**src/rtl/ebc_pkg.sv**
```systemverilog
package ebc_pkg;

    // Field widths of the short (1..4) and long (1..16) phase counts.
    localparam int SHORT_W = 2;
    localparam int LONG_W  = 4;

    typedef enum logic [2:0] {
        ST_IDLE   = 3'd0,
        ST_ADDR   = 3'd1,
        ST_SETUP  = 3'd2,
        ST_STROBE = 3'd3,
        ST_HOLD   = 3'd4,
        ST_RECOV  = 3'd5
    } ebc_state_e;

    typedef struct packed {
        logic [LONG_W-1:0]  recov;
        logic [SHORT_W-1:0] hold;
        logic [LONG_W-1:0]  strobe;
        logic [SHORT_W-1:0] setup;
        logic [SHORT_W-1:0] addr;
    } ebc_timing_t;

endpackage

```
**src/rtl/ebc_phase_cnt.sv**
```systemverilog
module ebc_phase_cnt #(
    parameter int CNT_W = 4
) (
    input  logic             clk,
    input  logic             rst_n,
    input  logic             load_i,
    input  logic [CNT_W-1:0] load_val_i,
    input  logic             run_i,
    output logic             zero_o
);

    logic [CNT_W-1:0] cnt_q;

    always_ff @(posedge clk or negedge rst_n) begin
        if (!rst_n) begin
            cnt_q <= '0;
        end else if (load_i) begin
            cnt_q <= load_val_i;
        end else if (run_i && (cnt_q != '0)) begin
            cnt_q <= cnt_q - 1'b1;
        end
    end

    assign zero_o = (cnt_q == '0);

endmodule

```
**src/rtl/ebc_seq.sv**
```systemverilog
module ebc_seq
    import ebc_pkg::*;
(
    input  logic               clk,
    input  logic               rst_n,
    input  logic               req_valid_i,
    input  ebc_timing_t        timing_i,
    input  logic               cnt_zero_i,
    output ebc_state_e         state_o,
    output logic               accept_o,
    output logic               phase_end_o,
    output logic               cnt_load_o,
    output logic [LONG_W-1:0]  cnt_val_o,
    output logic               cnt_run_o,
    output logic               req_ready_o,
    output logic               done_o
);

    localparam int PAD_W = LONG_W - SHORT_W;

    ebc_state_e  state_q, state_d;
    ebc_timing_t tm_q;

    assign accept_o    = (state_q == ST_IDLE) && req_valid_i;
    assign phase_end_o = (state_q != ST_IDLE) && cnt_zero_i;
    assign cnt_run_o   = (state_q != ST_IDLE);
    assign req_ready_o = (state_q == ST_IDLE);
    assign done_o      = (state_q == ST_HOLD) && phase_end_o;
    assign state_o     = state_q;

    // State register and timing snapshot
    always_ff @(posedge clk or negedge rst_n) begin
        if (!rst_n) begin
            state_q <= ST_IDLE;
            tm_q    <= '0;
        end else begin
            state_q <= state_d;
            if (accept_o) begin
                tm_q <= timing_i;
            end
        end
    end

    // Next state and counter reload
    always_comb begin
        state_d    = state_q;
        cnt_load_o = 1'b0;
        cnt_val_o  = '0;
        unique case (state_q)
            ST_IDLE: begin
                if (accept_o) begin
                    state_d    = ST_ADDR;
                    cnt_load_o = 1'b1;
                    cnt_val_o  = {{PAD_W{1'b0}}, timing_i.addr};
                end
            end
            ST_ADDR: begin
                if (phase_end_o) begin
                    state_d    = ST_SETUP;
                    cnt_load_o = 1'b1;
                    cnt_val_o  = {{PAD_W{1'b0}}, tm_q.setup};
                end
            end
            ST_SETUP: begin
                if (phase_end_o) begin
                    state_d    = ST_STROBE;
                    cnt_load_o = 1'b1;
                    cnt_val_o  = tm_q.strobe;
                end
            end
            ST_STROBE: begin
                if (phase_end_o) begin
                    state_d    = ST_HOLD;
                    cnt_load_o = 1'b1;
                    cnt_val_o  = {{PAD_W{1'b0}}, tm_q.hold};
                end
            end
            ST_HOLD: begin
                if (phase_end_o) begin
                    state_d    = ST_RECOV;
                    cnt_load_o = 1'b1;
                    cnt_val_o  = tm_q.recov;
                end
            end
            ST_RECOV: begin
                if (phase_end_o) begin
                    state_d = ST_IDLE;
                end
            end
            default: begin
                state_d = ST_IDLE;
            end
        endcase
    end


    accept_blocks_chk: assert property (@(posedge clk) disable iff (!rst_n)
        accept_o |=> !req_ready_o);


    done_then_recov_chk: assert property (@(posedge clk) disable iff (!rst_n)
        done_o |=> (state_q == ST_RECOV));


    recov_exit_chk: assert property (@(posedge clk) disable iff (!rst_n)
        ($past(state_q) == ST_RECOV) && (state_q != ST_RECOV) |-> (state_q == ST_IDLE));

endmodule

```
**src/rtl/ebc_drive.sv**
```systemverilog
module ebc_drive
    import ebc_pkg::*;
#(
    parameter int ADDR_W = 24,
    parameter int DATA_W = 16
) (
    input  logic              clk,
    input  logic              rst_n,
    input  ebc_state_e        state_i,
    input  logic              accept_i,
    input  logic              phase_end_i,
    input  logic              req_write_i,
    input  logic [ADDR_W-1:0] req_addr_i,
    input  logic [DATA_W-1:0] req_wdata_i,
    input  logic [DATA_W-1:0] bus_rdata_i,
    output logic              bus_cs_n_o,
    output logic [ADDR_W-1:0] bus_addr_o,
    output logic [DATA_W-1:0] bus_wdata_o,
    output logic              bus_oe_o,
    output logic              bus_rd_n_o,
    output logic              bus_wr_n_o,
    output logic [DATA_W-1:0] rdata_o
);

    logic              wr_q;
    logic [ADDR_W-1:0] addr_q;
    logic [DATA_W-1:0] wdata_q;
    logic [DATA_W-1:0] rdata_q;
    logic              capture;

    assign capture = (state_i == ST_STROBE) && phase_end_i && !wr_q;

    // Request snapshot and read capture
    always_ff @(posedge clk or negedge rst_n) begin
        if (!rst_n) begin
            wr_q    <= 1'b0;
            addr_q  <= '0;
            wdata_q <= '0;
            rdata_q <= '0;
        end else begin
            if (accept_i) begin
                wr_q    <= req_write_i;
                addr_q  <= req_addr_i;
                wdata_q <= req_wdata_i;
            end
            if (capture) begin
                rdata_q <= bus_rdata_i;
            end
        end
    end

    // Pin decode from the current state
    always_comb begin
        bus_cs_n_o = 1'b1;
        bus_rd_n_o = 1'b1;
        bus_wr_n_o = 1'b1;
        bus_oe_o   = 1'b0;
        unique case (state_i)
            ST_SETUP: begin
                bus_cs_n_o = 1'b0;
                bus_oe_o   = wr_q;
            end
            ST_STROBE: begin
                bus_cs_n_o = 1'b0;
                bus_rd_n_o = wr_q;
                bus_wr_n_o = !wr_q;
                bus_oe_o   = wr_q;
            end
            ST_HOLD: begin
                bus_cs_n_o = 1'b0;
                bus_oe_o   = wr_q;
            end
            default: begin
                bus_cs_n_o = 1'b1;
            end
        endcase
    end

    assign bus_addr_o  = addr_q;
    assign bus_wdata_o = wdata_q;
    assign rdata_o     = rdata_q;


    strobe_excl_chk: assert property (@(posedge clk) disable iff (!rst_n)
        !bus_rd_n_o |-> bus_wr_n_o);


    strobe_in_cs_chk: assert property (@(posedge clk) disable iff (!rst_n)
        (!bus_rd_n_o || !bus_wr_n_o) |-> !bus_cs_n_o);


    oe_not_read_chk: assert property (@(posedge clk) disable iff (!rst_n)
        bus_oe_o |-> bus_rd_n_o);


    addr_stable_chk: assert property (@(posedge clk) disable iff (!rst_n)
        (!bus_cs_n_o && $past(!bus_cs_n_o)) |-> $stable(bus_addr_o));


    wdata_stable_chk: assert property (@(posedge clk) disable iff (!rst_n)
        (bus_oe_o && $past(bus_oe_o)) |-> $stable(bus_wdata_o));

endmodule

```
**src/rtl/ext_bus_ctrl.sv**
```systemverilog
module ext_bus_ctrl
    import ebc_pkg::*;
#(
    parameter int ADDR_W = 24,
    parameter int DATA_W = 16
) (
    input  logic               clk,
    input  logic               rst_n,
    input  logic [SHORT_W-1:0] cfg_addr_len,
    input  logic [SHORT_W-1:0] cfg_setup_len,
    input  logic [LONG_W-1:0]  cfg_strobe_len,
    input  logic [SHORT_W-1:0] cfg_hold_len,
    input  logic [LONG_W-1:0]  cfg_recov_len,
    input  logic               req_valid,
    output logic               req_ready,
    input  logic               req_write,
    input  logic [ADDR_W-1:0]  req_addr,
    input  logic [DATA_W-1:0]  req_wdata,
    output logic               done_pulse,
    output logic [DATA_W-1:0]  done_rdata,
    output logic               bus_cs_n,
    output logic               bus_ale,
    output logic [ADDR_W-1:0]  bus_addr,
    output logic [DATA_W-1:0]  bus_wdata,
    output logic               bus_oe,
    output logic               bus_rd_n,
    output logic               bus_wr_n,
    input  logic [DATA_W-1:0]  bus_rdata
);

    ebc_timing_t       timing;
    ebc_state_e        state;
    logic              accept;
    logic              phase_end;
    logic              cnt_load;
    logic [LONG_W-1:0] cnt_val;
    logic              cnt_run;
    logic              cnt_zero;

    assign timing.addr   = cfg_addr_len;
    assign timing.setup  = cfg_setup_len;
    assign timing.strobe = cfg_strobe_len;
    assign timing.hold   = cfg_hold_len;
    assign timing.recov  = cfg_recov_len;

    // Non-multiplexed operation: the latch enable is never driven high.
    assign bus_ale = 1'b0;

    ebc_phase_cnt #(
        .CNT_W (LONG_W)
    ) cnt_i (
        .clk        (clk),
        .rst_n      (rst_n),
        .load_i     (cnt_load),
        .load_val_i (cnt_val),
        .run_i      (cnt_run),
        .zero_o     (cnt_zero)
    );

    ebc_seq seq_i (
        .clk         (clk),
        .rst_n       (rst_n),
        .req_valid_i (req_valid),
        .timing_i    (timing),
        .cnt_zero_i  (cnt_zero),
        .state_o     (state),
        .accept_o    (accept),
        .phase_end_o (phase_end),
        .cnt_load_o  (cnt_load),
        .cnt_val_o   (cnt_val),
        .cnt_run_o   (cnt_run),
        .req_ready_o (req_ready),
        .done_o      (done_pulse)
    );

    ebc_drive #(
        .ADDR_W (ADDR_W),
        .DATA_W (DATA_W)
    ) drive_i (
        .clk         (clk),
        .rst_n       (rst_n),
        .state_i     (state),
        .accept_i    (accept),
        .phase_end_i (phase_end),
        .req_write_i (req_write),
        .req_addr_i  (req_addr),
        .req_wdata_i (req_wdata),
        .bus_rdata_i (bus_rdata),
        .bus_cs_n_o  (bus_cs_n),
        .bus_addr_o  (bus_addr),
        .bus_wdata_o (bus_wdata),
        .bus_oe_o    (bus_oe),
        .bus_rd_n_o  (bus_rd_n),
        .bus_wr_n_o  (bus_wr_n),
        .rdata_o     (done_rdata)
    );

endmodule

```
**config.mk**
```make
export PLATFORM = sky130hd
export DESIGN_NAME = ext_bus_ctrl
export DESIGN_NICKNAME = d
export VERILOG_FILES = /design/src/rtl/ebc_pkg.sv /design/src/rtl/ebc_phase_cnt.sv /design/src/rtl/ebc_seq.sv /design/src/rtl/ebc_drive.sv /design/src/rtl/ext_bus_ctrl.sv
export SDC_FILE = /design/constraint.sdc
export NUM_CORES = 1
export LEC_CHECK = 0
export ABC_AREA = 1
export CAP_MARGIN = 20
export CELL_PAD_IN_SITES_DETAIL_PLACEMENT = 1
export CELL_PAD_IN_SITES_GLOBAL_PLACEMENT = 2
export CORE_ASPECT_RATIO = 1.5
export CORE_MARGIN = 8
export CORE_UTILIZATION = 25
export DETAILED_ROUTE_END_ITERATION = 6
export HOLD_SLACK_MARGIN = 0.06
export MAX_ROUTING_LAYER = met4
export PLACE_DENSITY_LB_ADDON = 0.1
export REMOVE_ABC_BUFFERS = 1
export SLEW_MARGIN = 20
export SYNTH_ARGS = -nofsm -noshare
export SYNTH_HDL_FRONTEND = slang
export SYNTH_SLANG_ARGS = --single-unit
export TNS_END_PERCENT = 30
```
**constraint.sdc**
```tcl
create_clock -name clk -period 2.11 [get_ports clk]
set_input_delay 0.5275 -clock clk [delete_from_list [all_inputs] [get_ports clk]]
set_output_delay 0.5275 -clock clk [all_outputs]
set_load 0.02 [all_outputs]
```
; ---- Yosys cells after proc, flatten, opt, wreduce, memory -nomap -nowiden
; Cells that the tools add are included.
[word_totals]
reg_bits = 76
out_inout_bits = 63
wordCells = 59
[op_classes]
add_sub_neg = 1
eq_ne = 11
muxes = 22
reduce_logical = 15
[ops]
columns = op, n
row1 = 4-bit one-hot mux with 5 select lines, 1
row2 = 3-bit two-way mux, 6
row3 = 3-bit one-hot mux with 6 select lines, 1
row4 = 4-bit two-way mux, 4
row5 = "2-bit by 1-bit != test with 1-bit output, second input constant", 6
row6 = "3-bit by 2-bit == test with 1-bit output, second input constant", 2
row7 = "3-bit == test, second input constant", 2
row8 = 1-bit logical AND, 6
row9 = 1-bit two-way mux, 6
row10 = 2-bit two-way mux, 3
row11 = 6-bit AND reduction, 1
row12 = 4-bit logical NOT, 1
row13 = 4-bit nonzero test, 1
row14 = 4-bit OR reduction, 1
row15 = "4-bit by 1-bit subtractor with 4-bit output, second input constant", 1
row16 = "3-bit by 1-bit == test with 1-bit output, second input constant", 1
row17 = 3-bit logical NOT, 1
row18 = 3-bit nonzero test, 1
row19 = 3-bit OR reduction, 1
row20 = 1-bit one-hot mux with 2 select lines, 1
row21 = 2-bit nonzero test, 1
row22 = 1-bit logical NOT, 1

; ---- Longest topological paths before layout
; Gate-level depths: netlist (run 1).
[logic_depth]
word_depth = 5
ltp_mapped = 10
depth_no_buf = 10

; ---- Modules after synthesis
; A second synthesis (run 1) with hierarchy kept.
[unflattened]
hier_cells = 337
area_unflattened_um2 = 3459.6
[by_module_without_submodules]
columns = module, instances, cells_each, area_per_inst_um2, seq_area_each_um2
row1 = ebc_drive, 1, 170, 2280.9, 1426.4
row2 = ebc_seq, 1, 119, 872.1, 375.4
row3 = ebc_phase_cnt, 1, 46, 295.3, 100.1
row4 = ext_bus_ctrl, 1, 2, 11.3, 0.0

; ---- Worst setup path before layout (run 1)
; OpenSTA, ideal clock, no wires.
[synth_path]
kind = register -> output
startpoint = register seq_i.state_q[0], in the netlist seq_i.state_o[0]
endpoint = output port bus_oe
t_arrival_ns = 1.075
t_required_ns = 1.582
setup_slack_ns = 0.507
path_stages_with_launch = 7
path_cell_list = dfrtp_1 > nor2_4 > nand2_2 > and2_4 > nand2_2 > nand2_1 > inv_1
[synth_via]
elab_chain_len = 3
word_cells_on_any_way = 5
classes_between = eq/ne: 3 / mux: 1 / reduce/logical: 1
[synth_rtl]
columns = item, line
row1 = from (decl), ebc_seq.sv:21  ; ebc_state_e state_q, state_d;
row2 = from (signal assigned), ebc_seq.sv:37  ; state_q <= state_d;
row3 = 3-bit by 2-bit == test with 1-bit output or 3-bit == test (tied branches), ebc_drive.sv:58  ; unique case (state_i)
row4 = 3-bit OR reduction (no source line) *, --
row5 = 1-bit two-way mux *, ebc_drive.sv:58
row6 = to (decl), ext_bus_ctrl.sv:25  ; output logic bus_oe,
; Mark *: on every way between the ends. The rest lies on a longest branch, timed or not.

; ---- Worst setup path in the final report (run 1)
[layout_path]
startpoint = register seq_i.state_q[0], in the netlist seq_i.state_o[0]
endpoint = output port req_ready
[layout_via]
elab_chain_len = 1
[layout_rtl]
columns = item, line
row1 = 3-bit logical NOT, ebc_seq.sv:27  ; assign req_ready_o = (state_q == ST_IDLE);
row2 = to (decl), ext_bus_ctrl.sv:15  ; output logic req_ready,
; No other way between the ends.

==> out/qor.txt, run 1 <==
Worst path required time: 1.58 ns
Post-layout util: 39.8%
Main combinational cell family by area after synthesis: simple AND/OR/NAND/NOR gates
Aggregate routed wire length: 11.7 mm
Max cap viols: 0
Post-synthesis register bit count: 76
H-tree depth: 3
Worst Setup SP: seq_i.state_o[0]
Die X: 111 um
Net count, final: 636
Vias post-DR: 3,151
Synth unique cells: 23
Ranking of synthesized cells by area: dfrtp_1 (57%), nand2_1 (22%), inv_1 (3.2%)
Final Power: 8.30 mW
Clock Latency Late Sink: 0.34 ns
Post-Synth Adder-Cell Area: 0.745%
Mux cell area share after synthesis: 0%
Crit path DAT: 1.47 ns
CTS Hold Buffers Added: 0
Gpl congestion: 0.739
Root buf cell: clkbuf_16
Starting density of the core: 25.2%
Fin Hold WS: 0.116 ns
Mapped Area: 3360 um^2
Reg2reg path depth: 9
# fillers: 1,588
Max Slew Vio Count: 0
Setup CP Type: reg -> out
Diode count: 0
Tcrit/Tclk final: 94.5%
Overflow after GRT: 0
Hold Crit Class: in -> async
Share of cells above drive strength 1: 10.8%
Starting DRT DRC Count: 62
HPWL Detailed: 8.93 mm
CTS tree: done
Register Area: 1900 um^2
Total track usage: 14.1%
Yosys top cell area share: 56.6%
Setup-failing EPs final: 0
Number of antenna violations at the first check in global routing: 0
Final hold viol count: 0
F_max: 502 MHz
TritonRoute pass-1 iters: 3
Synthesized area per cell: 8.16 um^2
Cell class contributing the biggest share of worst-path delay: buffers and inverters
Period minus WS final: 1.99 ns
P&R area growth vs syn: 57.9%
Leak pwr: 2.65 nW
IO Count: 137
Synth Area in XOR/XNOR: 0.261%
Routed Antenna Nets: 0
Setup_tns: 0 ns
Die area: 17,500 um^2
Worst path cell trace: nor2_4, buf_4, nand2_2, inv_1, clkdlybuf4s15_1
Largest net degree at the start of global routing: 48
Final WS setup: 0.116 ns
Critical-path maximum fanout: 6
RSZ-0062 raised after global routing: false
Synth Area in Simple Gates: 31.8%
Vias in the first global route: 3,566
Crit-path max cell delay: 0.45 ns
Post-synthesis cell count: 412
First-pass GRT wire length: 18.9 mm
Biggest area consumer among synthesized cells: dfrtp_1
Compound-Gate Fraction of Synth Area: 3.13%
Power Dens Cells: 1560 nW/um^2
Vias per cell: 4.33
FF-to-FF End: seq_i.state_o[0]
Clock sinks: 76
Status: completed
Site Rows: 52
CTS buffer count: 9
Final Instance Area: 5310 um^2
Slowest library cell on the worst path: dfrtp_1
Sequential fraction of the synthesis area: 56.6%
Floorplan core area: 13,300 um^2
Placed cell area: 4970 um^2
Chip height: 158 um
DRC viols: 0
Number of instances in the placed design: 711
Post-route clock skew: 0.00863 ns
Buf+Inv Stages, Crit Path: 3
CTS Buffer Depth: 2
Final Non-Filler Cells: 727
Reg2reg setup slack: 0.36 ns
Peak VDD IR: 0.460 mV
RR Startpoint: cnt_i.cnt_q[0]
PortBufs: 135
Worst-path clk slew: 0.06 ns
Area occupied by multi-input gates: 1210 um^2
Place WS: -0.0134 ns
Crit end category: output pin
Syn. warnings: 0
CP startpoint kind: flop
Routed length per instance: 16.0 um
## synthesized netlist by cell type
cell type	number
and2_4	1
buf_2	9
buf_4	9
conb_1	1
dfrtp_1	76
ha_1	2
inv_1	29
inv_2	5
inv_4	1
nand2_1	200
nand2_2	4
nand2_4	1
nand3_1	12
nand3_2	4
nand3b_1	1
nand4_1	9
nor2_1	22
nor2_2	1
nor2_4	1
nor3_1	2
o21ai_0	2
o21ai_1	19
xor2_1	1
## power breakdown
part	switching, mW	total [mW]	internal, mW
clock network	0.634	1.82	1.19
registers	0.410	2.55	2.14
logic	2.20	3.93	1.73
## cell type report
cell class	count	share of cell area (%)
inverter	35	2.52
tap	162	3.82
multi-input combinational	283	22.8
sequential	76	35.9
clock buffer	10	4.50
timing repair buffer	155	28.3
clock inverter	6	2.10
## per-layer routing
metal	global-route usage (%)	share of wire [%]	up-vias	wire, um
met4	5.23	1.8	0	213
met2	25.0	54	68	6300
met1	14.1	39	1514	4500
li1	-	-	1557	-
met3	4.63	5.5	12	640
met5	-	0	-	0
## logic make-up (layout without fill, tap and decap cells)
logic type / count (synthesis) / after routing
adder cells (fa/ha/maj): 2 / 2
buffers and inverters: 53 / 206
AND/OR/NAND/NOR: 258 / 258
flip-flops: 76 / 76
other: 1 / 1
AO/OA/AOI/OAI: 21 / 21
XOR/XNOR: 1 / 1
## timing repair
action	CTS	global route
buffers inserted	0	0
setup endpoints to repair	6	5
resized for setup	12	6
## registers in the layout, indices dropped and copies added (netlist names)
| signal | count |
|---|---|
| cnt_i.cnt_q | 4 |
| drive_i.bus_addr_o | 24 |
| drive_i.bus_wdata_o | 16 |
| drive_i.rdata_o | 16 |
| drive_i.wr_q | 1 |
| seq_i.state_o | 3 |
| seq_i.tm_q | 12 |
## worst register-to-register path, stage by stage, from the launching register on
cell	delay [ns]
dfrtp_1	0.38
inv_1	0.08
ha_1	0.17
nand2_1	0.06
nor2_1	0.30
nand2_1	0.27
nand2_2	0.17
nand2_4	0.07
nand2_1	0.06
o21ai_1	0.06
## worst max-delay path by stage
| stage | end | slack (ns) | cells after the start |
|---|---|---|---|
| 6_report | req_ready | 0.12 | 5 |
| 5_1_grt | bus_oe | 0.009 | 7 |
| 4_1_cts | bus_cs_n | 0.01 | 6 |
| 3_5_place_dp | bus_oe | -0.01 | 6 |
| 3_3_place_gp | bus_oe | 0.03 | 6 |
| 2_1_floorplan | seq_i.tm_q[12] | -0.25 | 4 |
## cell usage in the layout (no fill, tap or decap)
cell             count
clkbuf_16            9
xor2_1               1
nand4_1              9
nand2_4              1
ha_1                 2
clkbuf_2             3
nand2_2              4
clkdlybuf4s50_1    128
nand3b_1             1
dfrtp_1             74
clkdlybuf4s15_1      1
nor3_1               2
clkbuf_8             1
inv_2                5
clkinvlp_4           1
nor2_2               1
and2_4               1
inv_1               29
nor2_1              22
dlygate4sd2_1        1
inv_4                1
bufinv_16            3
o21ai_0              2
conb_1               1
nand3_1             12
buf_12               2
o21ai_1             19
buf_4               19
clkinv_4             1
nor2_4               1
clkinv_2             1
nand2_1            200
dfrtp_2              2
nand3_2              4
buf_2                1
Note: power is estimated with default switching activity, not from simulation.
==> run 2: changes to the inputs <==
Settings changed: CORE_ASPECT_RATIO 1.5 to 0.5.
==> out/qor.txt, run 2 (same netlist as run 1, synthesis figures left out) <==
Floorplan core area: 13,300 um^2
Setup Fix Bufs, Post-CTS: 0
Overflow after GRT: 0
Starting DRT DRC Count: 117
CTS tree: done
Most frequent cells in the layout: nand2_1 (200), clkdlybuf4s50_1 (128), dfrtp_1 (75)
Leading cell type in the layout, fill and taps excluded: nand2_1
FF-to-FF End: seq_i.state_o[0]
Routed Antenna Nets: 0
Max cap viols: 0
Peak VDD IR: 0.408 mV
Die X: 180 um
Status: completed
Reg2reg setup slack: 0.47 ns
Final hold viol count: 0
Vias per cell: 4.18
Clock sinks: 76
Crit end category: output pin
Power Dens Cells: 1540 nW/um^2
Aggregate routed wire length: 11.0 mm
Setup CP Type: reg -> out
P&R area growth vs syn: 57.3%
Largest net degree at the start of global routing: 77
Root buf cell: clkbuf_16
CP Capture Point: bus_cs_n
Routed length per instance: 14.9 um
Reg2reg path depth: 9
Crit path DAT: 1.51 ns
Critical-path maximum fanout: 9
Share of cells above drive strength 1: 9.80%
RR Startpoint: cnt_i.cnt_q[1]
Vias in the first global route: 3,481
HPWL Detailed: 8.17 mm
DRC viols: 0
Max reg flops: 24
Max Slew Vio Count: 0
Leak pwr: 2.63 nW
Worst path required time: 1.58 ns
Hold Crit Class: in -> async
Final Power: 8.13 mW
Site Rows: 30
Die area: 17,600 um^2
Chip height: 98.0 um
Diode count: 0
H-tree depth: 3
Total track usage: 13.2%
Gpl congestion: 0.729
IO Count: 137
Worst Setup SP: seq_i.state_o[0]
PortBufs: 135
Net count, final: 632
TritonRoute pass-1 iters: 4
Vias post-DR: 3,082
First-pass GRT wire length: 18.1 mm
Starting density of the core: 25.2%
CTS Buffer Depth: 2
RSZ-0062 raised after global routing: true
Period minus WS final: 2.04 ns
Worst-path clk slew: 0.06 ns
F_max: 491 MHz
Fin Hold WS: 0.207 ns
CTS buffer count: 9
CP startpoint kind: flop
Number of antenna violations at the first check in global routing: 0
Post-route clock skew: 0.00845 ns
Clock Latency Late Sink: 0.33 ns
Setup-failing EPs final: 0
Tcrit/Tclk final: 96.5%
-- run 2: report_power, final --
group	switching (mW)	leakage, nW	internal (mW)
Sequential	0.395	0.911	2.14
Clock	0.639	0.156	1.04
Combinational	2.19	1.56	1.71
Total	3.23	2.63	4.90
-- run 2: critical path: stages, from the launching register on --
cell             delay [ns]
dfrtp_2                0.44
buf_4                  0.18
inv_2                  0.06
nand3_2                0.08
nand2_2                0.10
inv_1                  0.04
clkdlybuf4s15_1        0.27
-- run 2: per-stage QoR --
step	instance area, um^2	setup slack (ns)	instances	TNS [ns]	util (%)
after global routing	5290	-0.0198	737	-0.0198	39.7
after detailed placement	4970	0.0117	721	0	37.3
after global placement	4970	0.0429	721	0	37.3
after floorplan	3250	-0.252	394	-10.71	-
after CTS	5290	-0.00241	737	-0.00241	39.7
final	5290	0.0739	737	0	39.7
-- run 2: layout make-up --
type	instances	area [um^2]
fill	1574	8040
sequential	76	1900
timing repair buffer	151	1490
multi-input combinational	283	1210
clock buffer	9	225
tap	176	220
inverter	35	134
clock inverter	7	98.8
-- run 2: timing repair --
| action | CTS | global route |
|---|---|---|
| resized for setup | 9 | 8 |
| endpoints found under the setup margin | 6 | 4 |
| hold buffers | 0 | 0 |
| pin swaps | 0 | 0 |
-- run 2: worst min path at each step --
| stage | start | endpoint | slack [ns] | cells past startpoint |
|---|---|---|---|---|
| floorplan | rst_n | cnt_i.cnt_q[0] | 0.23 | 0 |
| global placement | drive_i.bus_wdata_o[10] | drive_i.bus_wdata_o[10] | 0.46 | 2 |
| detailed placement | drive_i.bus_addr_o[3] | drive_i.bus_addr_o[3] | 0.46 | 2 |
| CTS | rst_n | drive_i.rdata_o[9] | 0.23 | 2 |
| global route | rst_n | drive_i.rdata_o[12] | 0.23 | 2 |
| finish | rst_n | drive_i.rdata_o[12] | 0.21 | 2 |
-- run 2: routing by layer --
| metal | vias up | global-route usage, % | part of all wire, % |
|---|---|---|---|
| li1 | 1547 | - | - |
| met1 | 1471 | 14.2 | 42 |
| met2 | 56 | 22.7 | 50 |
| met3 | 8 | 5.63 | 6.7 |
| met4 | 0 | 3.06 | 0.69 |
| met5 | - | - | 0 |
